$ cat src/rtl/branch_seq.sv
module branch_seq #(
  parameter int DW  = 32,
  parameter int CAW = 16,
  parameter int SAW = 8,
  parameter logic [7:0] OP_BZ  = 8'h99,
  parameter logic [7:0] OP_BN  = 8'h9B,
  parameter logic [7:0] OP_JMP = 8'hA7,
  parameter logic [CAW-1:0] PC_RST = CAW'(16'h0200),
  parameter logic [SAW-1:0] SP_RST = SAW'(8'h80)
) (
  input  logic           clk,
  input  logic           rst_n,
  input  logic           start,
  input  logic [7:0]     opcode,
  output logic           code_rd,
  output logic [CAW-1:0] code_addr,
  input  logic [7:0]     code_byte,
  output logic           data_rd,
  output logic [SAW-1:0] data_addr,
  input  logic [DW-1:0]  data_word,
  output logic           busy,
  output logic           done,
  output logic           err,
  output logic [CAW-1:0] err_addr,
  output logic [CAW-1:0] pc,
  output logic [SAW-1:0] sp,
  output logic [DW-1:0]  tos
);

  typedef enum logic [2:0] {
    S_IDLE, S_POP, S_POPW, S_B1, S_B1W, S_B2, S_B2W, S_FIN
  } st_t;

  st_t            st;
  logic [CAW-1:0] pc_q, erra_q;
  logic [SAW-1:0] sp_q, mar_q;
  logic [DW-1:0]  tos_q, opc_q, h_q;
  logic           neg_q, err_q;

  logic [DW-1:0]  mbr_s, mbr_u, h_nxt, base_ext;
  logic           take;

  assign mbr_s    = {{(DW-8){code_byte[7]}}, code_byte};
  assign mbr_u    = {{(DW-8){1'b0}}, code_byte};
  assign h_nxt    = h_q | mbr_u;
  assign base_ext = {{(DW-CAW){1'b0}}, pc_q - CAW'(1)};
  assign take     = neg_q ? opc_q[DW-1] : (opc_q == '0);

  assign busy      = (st != S_IDLE);
  assign done      = (st == S_FIN);
  assign err       = done & err_q;
  assign err_addr  = erra_q;
  assign code_rd   = (st == S_B1) || (st == S_B2);
  assign code_addr = pc_q;
  assign data_rd   = (st == S_POP);
  assign data_addr = mar_q;
  assign pc        = pc_q;
  assign sp        = sp_q;
  assign tos       = tos_q;

  always_ff @(posedge clk) begin
    if (!rst_n) begin
      st     <= S_IDLE;
      pc_q   <= PC_RST;
      sp_q   <= SP_RST;
      mar_q  <= SP_RST;
      tos_q  <= '0;
      opc_q  <= '0;
      h_q    <= '0;
      neg_q  <= 1'b0;
      err_q  <= 1'b0;
      erra_q <= '0;
    end else begin
      case (st)
        S_IDLE: if (start) begin
          err_q <= 1'b0;
          if (opcode == OP_BZ || opcode == OP_BN) begin
            sp_q  <= sp_q - SAW'(1);
            mar_q <= sp_q - SAW'(1);
            opc_q <= tos_q;
            neg_q <= (opcode == OP_BN);
            st    <= S_POP;
          end else if (opcode == OP_JMP) begin
            opc_q <= base_ext;
            st    <= S_B1;
          end else begin
            err_q  <= 1'b1;
            erra_q <= pc_q - CAW'(1);
            st     <= S_FIN;
          end
        end
        S_POP:  st <= S_POPW;
        S_POPW: begin
          tos_q <= data_word;
          if (take) begin
            opc_q <= base_ext;
            st    <= S_B1;
          end else begin
            pc_q <= pc_q + CAW'(2);
            st   <= S_FIN;
          end
        end
        S_B1: begin
          pc_q <= pc_q + CAW'(1);
          st   <= S_B1W;
        end
        S_B1W: begin
          h_q <= mbr_s << 8;
          st  <= S_B2;
        end
        S_B2: begin
          pc_q <= pc_q + CAW'(1);
          st   <= S_B2W;
        end
        S_B2W: begin
          h_q  <= h_nxt;
          pc_q <= opc_q[CAW-1:0] + h_nxt[CAW-1:0];
          st   <= S_FIN;
        end
        default: st <= S_IDLE;
      endcase
    end
  end

  assert_pop_addr_R2: assert property (@(posedge clk) disable iff (!rst_n)
    data_rd |-> data_addr == sp);

  assert_sp_step_R2: assert property (@(posedge clk) disable iff (!rst_n)
    !$stable(sp) |-> sp == $past(sp) - SAW'(1));

  assert_done_pulse_R9: assert property (@(posedge clk) disable iff (!rst_n)
    done |=> !done);

  assert_err_with_done_R8: assert property (@(posedge clk) disable iff (!rst_n)
    err |-> done);

  assert_fetch_wait_R10: assert property (@(posedge clk) disable iff (!rst_n)
    code_rd |=> !code_rd);

endmodule

$ cat config.mk
export PLATFORM = sky130hd
export DESIGN_NAME = branch_seq
export DESIGN_NICKNAME = d
export VERILOG_FILES = /design/src/rtl/branch_seq.sv
export SDC_FILE = /design/constraint.sdc
export NUM_CORES = 1
export LEC_CHECK = 0
export ABC_AREA = 1
export BUFFER_PORTS_ARGS = -buffer_cell sky130_fd_sc_hd__buf_4
export CAP_MARGIN = 20
export CORE_ASPECT_RATIO = 0.8
export CORE_MARGIN = 4
export CORE_UTILIZATION = 56
export DETAILED_ROUTE_END_ITERATION = 8
export GPL_TIMING_DRIVEN = 0
export PLACE_DENSITY = 0.93
export SLEW_MARGIN = 20
export SYNTH_ARGS = -nofsm -noshare
export SYNTH_HDL_FRONTEND = slang
export SYNTH_SLANG_ARGS = --single-unit
$ cat constraint.sdc
create_clock -name clk -period 2.4 [get_ports clk]
set_clock_uncertainty 0.05 [all_clocks]
set_input_delay 0.48 -clock clk [delete_from_list [all_inputs] [get_ports clk]]
set_output_delay 0.48 -clock clk [all_outputs]
set_load 0.02 [all_outputs]
==> metrics.cfg <==
[run_status]
outcome = finished clean

[synthesis]
synth_flop_cell = dfxtp_1
synth_top_cell_by_area = dfxtp_1
synthTopCellsByArea = dfxtp_1, nand2_1, nor2_1, inv_1, nand3_1
synth-adder-area-share_pct = 3.718
async_flop_share_pct = 0
syn-num-nets = 1288
synth-compound-area-share_pct = 10.56
synth-seq-cells = 125
yosys-mux-area-fraction_pct = 0
ys_seq_area_share_pct = 32.91
synth_cell_types = 41
yosysWarningCount = 0
synthXorXnorAreaFrac_pct = 1.843
synth_edf_count = 0
syn_area_mm2 = 0.007605
synth_top_family_by_area = simple AND/OR/NAND/NOR gates
avgSynthCellArea_um2 = 6.259
synth_top_area_share_pct = 32.91
synth_simple_gate_area_share_pct = 38.24
syn_inst = 1215

[clock_network]
clk_pin_slew_ps = 60
htreeDepth = 4
cts_tree = yes
cts-root-buf = clkbuf_16
hold_buffers = 0
clk_latency_ps = 430
clock_path_buffers = 2
numCtsBuffers = 17
cts_num_sinks = 125

[power_and_ir_drop]
comb_power_share_pct = 47.1
clockPowerShare_pct = 23.9
power.density_mw_per_mm2 = 1106
seqPwrFrac_pct = 29.0
power.leakage_nw = 4.756
fin_total_pwr_w = 0.01055
ir_drop_mv = 0.7360
power.internal_w = 0.005770
sw_frac_of_total_pct = 45.30
switching_power_w = 0.004779

[route]
routedWlPerCell_um = 16.41
drc_errors = 0
drtAntennaViolNets = 0
vias = 8749
wl_mm = 25.80
viasPerCell = 5.566
first_iter_violations = 1129
firstDrtPassIters = 6

[final_layout]
post-route-util_pct = 73.09
stdcell_count = 1572
mostFrequentLayoutCell = nand2_1
drive_gt1_share_pct = 19.69
mostFrequentLayoutCells = nand2_1, nor2_1, buf_4
antenna_cells = 0
syn2layout_area_growth_pct = 25.47
fin_nets = 1458

[sta]
period_minus_slack_ps = 2278
report.final.slew_viol_count = 0
relSlewSlack_pct = 47.46
worst_slew_pin_slew_ps = 788.1
period_share_pct = 94.90
rsz0062_at_grt = false
setup_viol = 0
max_freq_mhz = 439.1
hold_violations = 0

[worst_setup_path]
slowest_stage = dfxtp_1
max_stage_delay_ps = 570
required_ps = 2670
path_max_fanout = 9
cp_top_family = simple AND/OR/NAND/NOR gates
cp_num_buf_inv = 1
worstSetupEndpointType = register
path_cells = inv_1 -> ha_1 -> nand2_1 -> nand2_1 -> o21ai_0 -> nand3_1 -> o21ai_0 -> nand4_1 -> nand2_1 -> nor2_1
worstPathArrival_ps = 2540
path_common_cell = nand2_1
timing_worst_setup_path_type = register to register
cp-start-kind = register

[placement]
dp_hpwl_mm = 19.01
portBuffers = 150
gp_congestion = 0.9643
dp_cells = 1540

[global_routing]
grt_pass1_wl_mm = 41.01
grt_overflow = 0
grt_usage_pct = 32.19
grt_max_degree = 17
grt_pass1_vias = 8215
antenna_found_initial = 0

[floorplanning]
dieWidth_um = 138.3
start_util_pct = 58.25
die_y_um = 112.2
rows = 37
die_area_mm2 = 0.01552
core-area_mm2 = 0.01306
io_pins = 152

[min_path]
hp-class = input port to register

[flow_run]
drv_cap = 0

## sequential cells by signal, summed over array words and instances (netlist names)
signal	cells
err_q	1
neg_q	1
opc_q	32
data_addr	8
h_q	16
tos	32
st	3
err_addr	16
code_addr	16
## path summary, 6_finish.rpt
check | cells past startpoint | startpoint | slack, ps | to
min | 3 | code_byte[4] | 250 | h_q[12]$_SDFFE_PN0P_
max | 10 | code_addr[2]$_SDFFE_PN0P_ | 120 | opc_q[7]$_SDFFE_PN0P_
max reg2reg | 10 | code_addr[2]$_SDFFE_PN0P_ | 120 | opc_q[7]$_SDFFE_PN0P_
min reg2reg | 2 | err_q$_SDFFE_PN0P_ | 430 | err_q$_SDFFE_PN0P_
## layer usage
metal	track usage (%)	share of wire [%]	up-vias
li1	-	-	4172
met1	44.56	42	3936
met2	49.71	43	583
met3	8.390	13	58
met4	9.414	2.0	0
met5	0	0	-
## cell usage after synthesis, types with 2 or more instances
cell type  instances
a21oi_1           58
a31oi_1            7
and2_1             2
buf_1              3
buf_2             18
buf_4             28
buf_6              3
clkbuf_1          20
dfxtp_1          125
ha_1              21
inv_1            134
inv_2              8
nand2_1          316
nand2_2            3
nand3_1           89
nand3_2            4
nand3b_1           5
nand4_1           30
nor2_1           197
nor2_2             5
nor2_4             3
nor3_1             9
o211ai_1           2
o21ai_0           83
o31ai_1            2
or2_2             11
xnor2_1            2
xor2_1            14
## cells by family after synthesis
family          count (synthesis)
compound gates                155
xor+xnor                       16
fa+ha+maj                      22
buf+inv                       217
flops                         125
simple gates                  680
## cell type report
class | instances | area [um2]
flip-flops and latches | 125 | 2504
inverters | 144 | 543.0
multi-input cells | 873 | 4151
well taps | 175 | 219.0
plain buffers | 73 | 425.4
fillers | 1044 | 3513
clock buffers | 19 | 452.9
clock inverters | 12 | 112.6
repair buffers | 151 | 1134
## metrics by stage
stage / area (um2) / setup TNS, ps / hold WS, ps / worst slack, ps
finish: 9542 / 0 / 245.3 / 122.4
global route: 9542 / 0 / 248.6 / 7.046
CTS: 9523 / 0 / 244.8 / 43.55
detailed placement: 8950 / -1005 / 406.4 / -217.5
global placement: 8950 / -807.2 / 405.3 / -186.2
floorplan: 7605 / 0 / 389.8 / 146.4
## power groups by stage
stage          logic, W  clock network (W)  registers [W]
3_5_place_dp    0.00472                  0        0.00304
4_1_cts         0.00482            0.00251        0.00302
6_report        0.00497            0.00252        0.00306
2_1_floorplan   0.00304                  0        0.00314
5_1_grt         0.00544            0.00261        0.00309
3_3_place_gp    0.00462                  0        0.00303
## repair_timing
action                                  4_1_cts  5_1_grt
gates resized for setup                       1        5
cloned                                        0        0
endpoints found under the setup margin        1        6
buffers inserted                              0        1
pin swaps                                     0        1
## worst register-to-register path, cell delays in order (launching register included)
cell     delay, ps
dfxtp_1        570
inv_1          180
ha_1           220
nand2_1         80
nand2_1        130
o21ai_0        340
nand3_1        190
o21ai_0        180
nand4_1        130
nand2_1         80
nor2_1          50
Power figures use the tool's default switching activity.
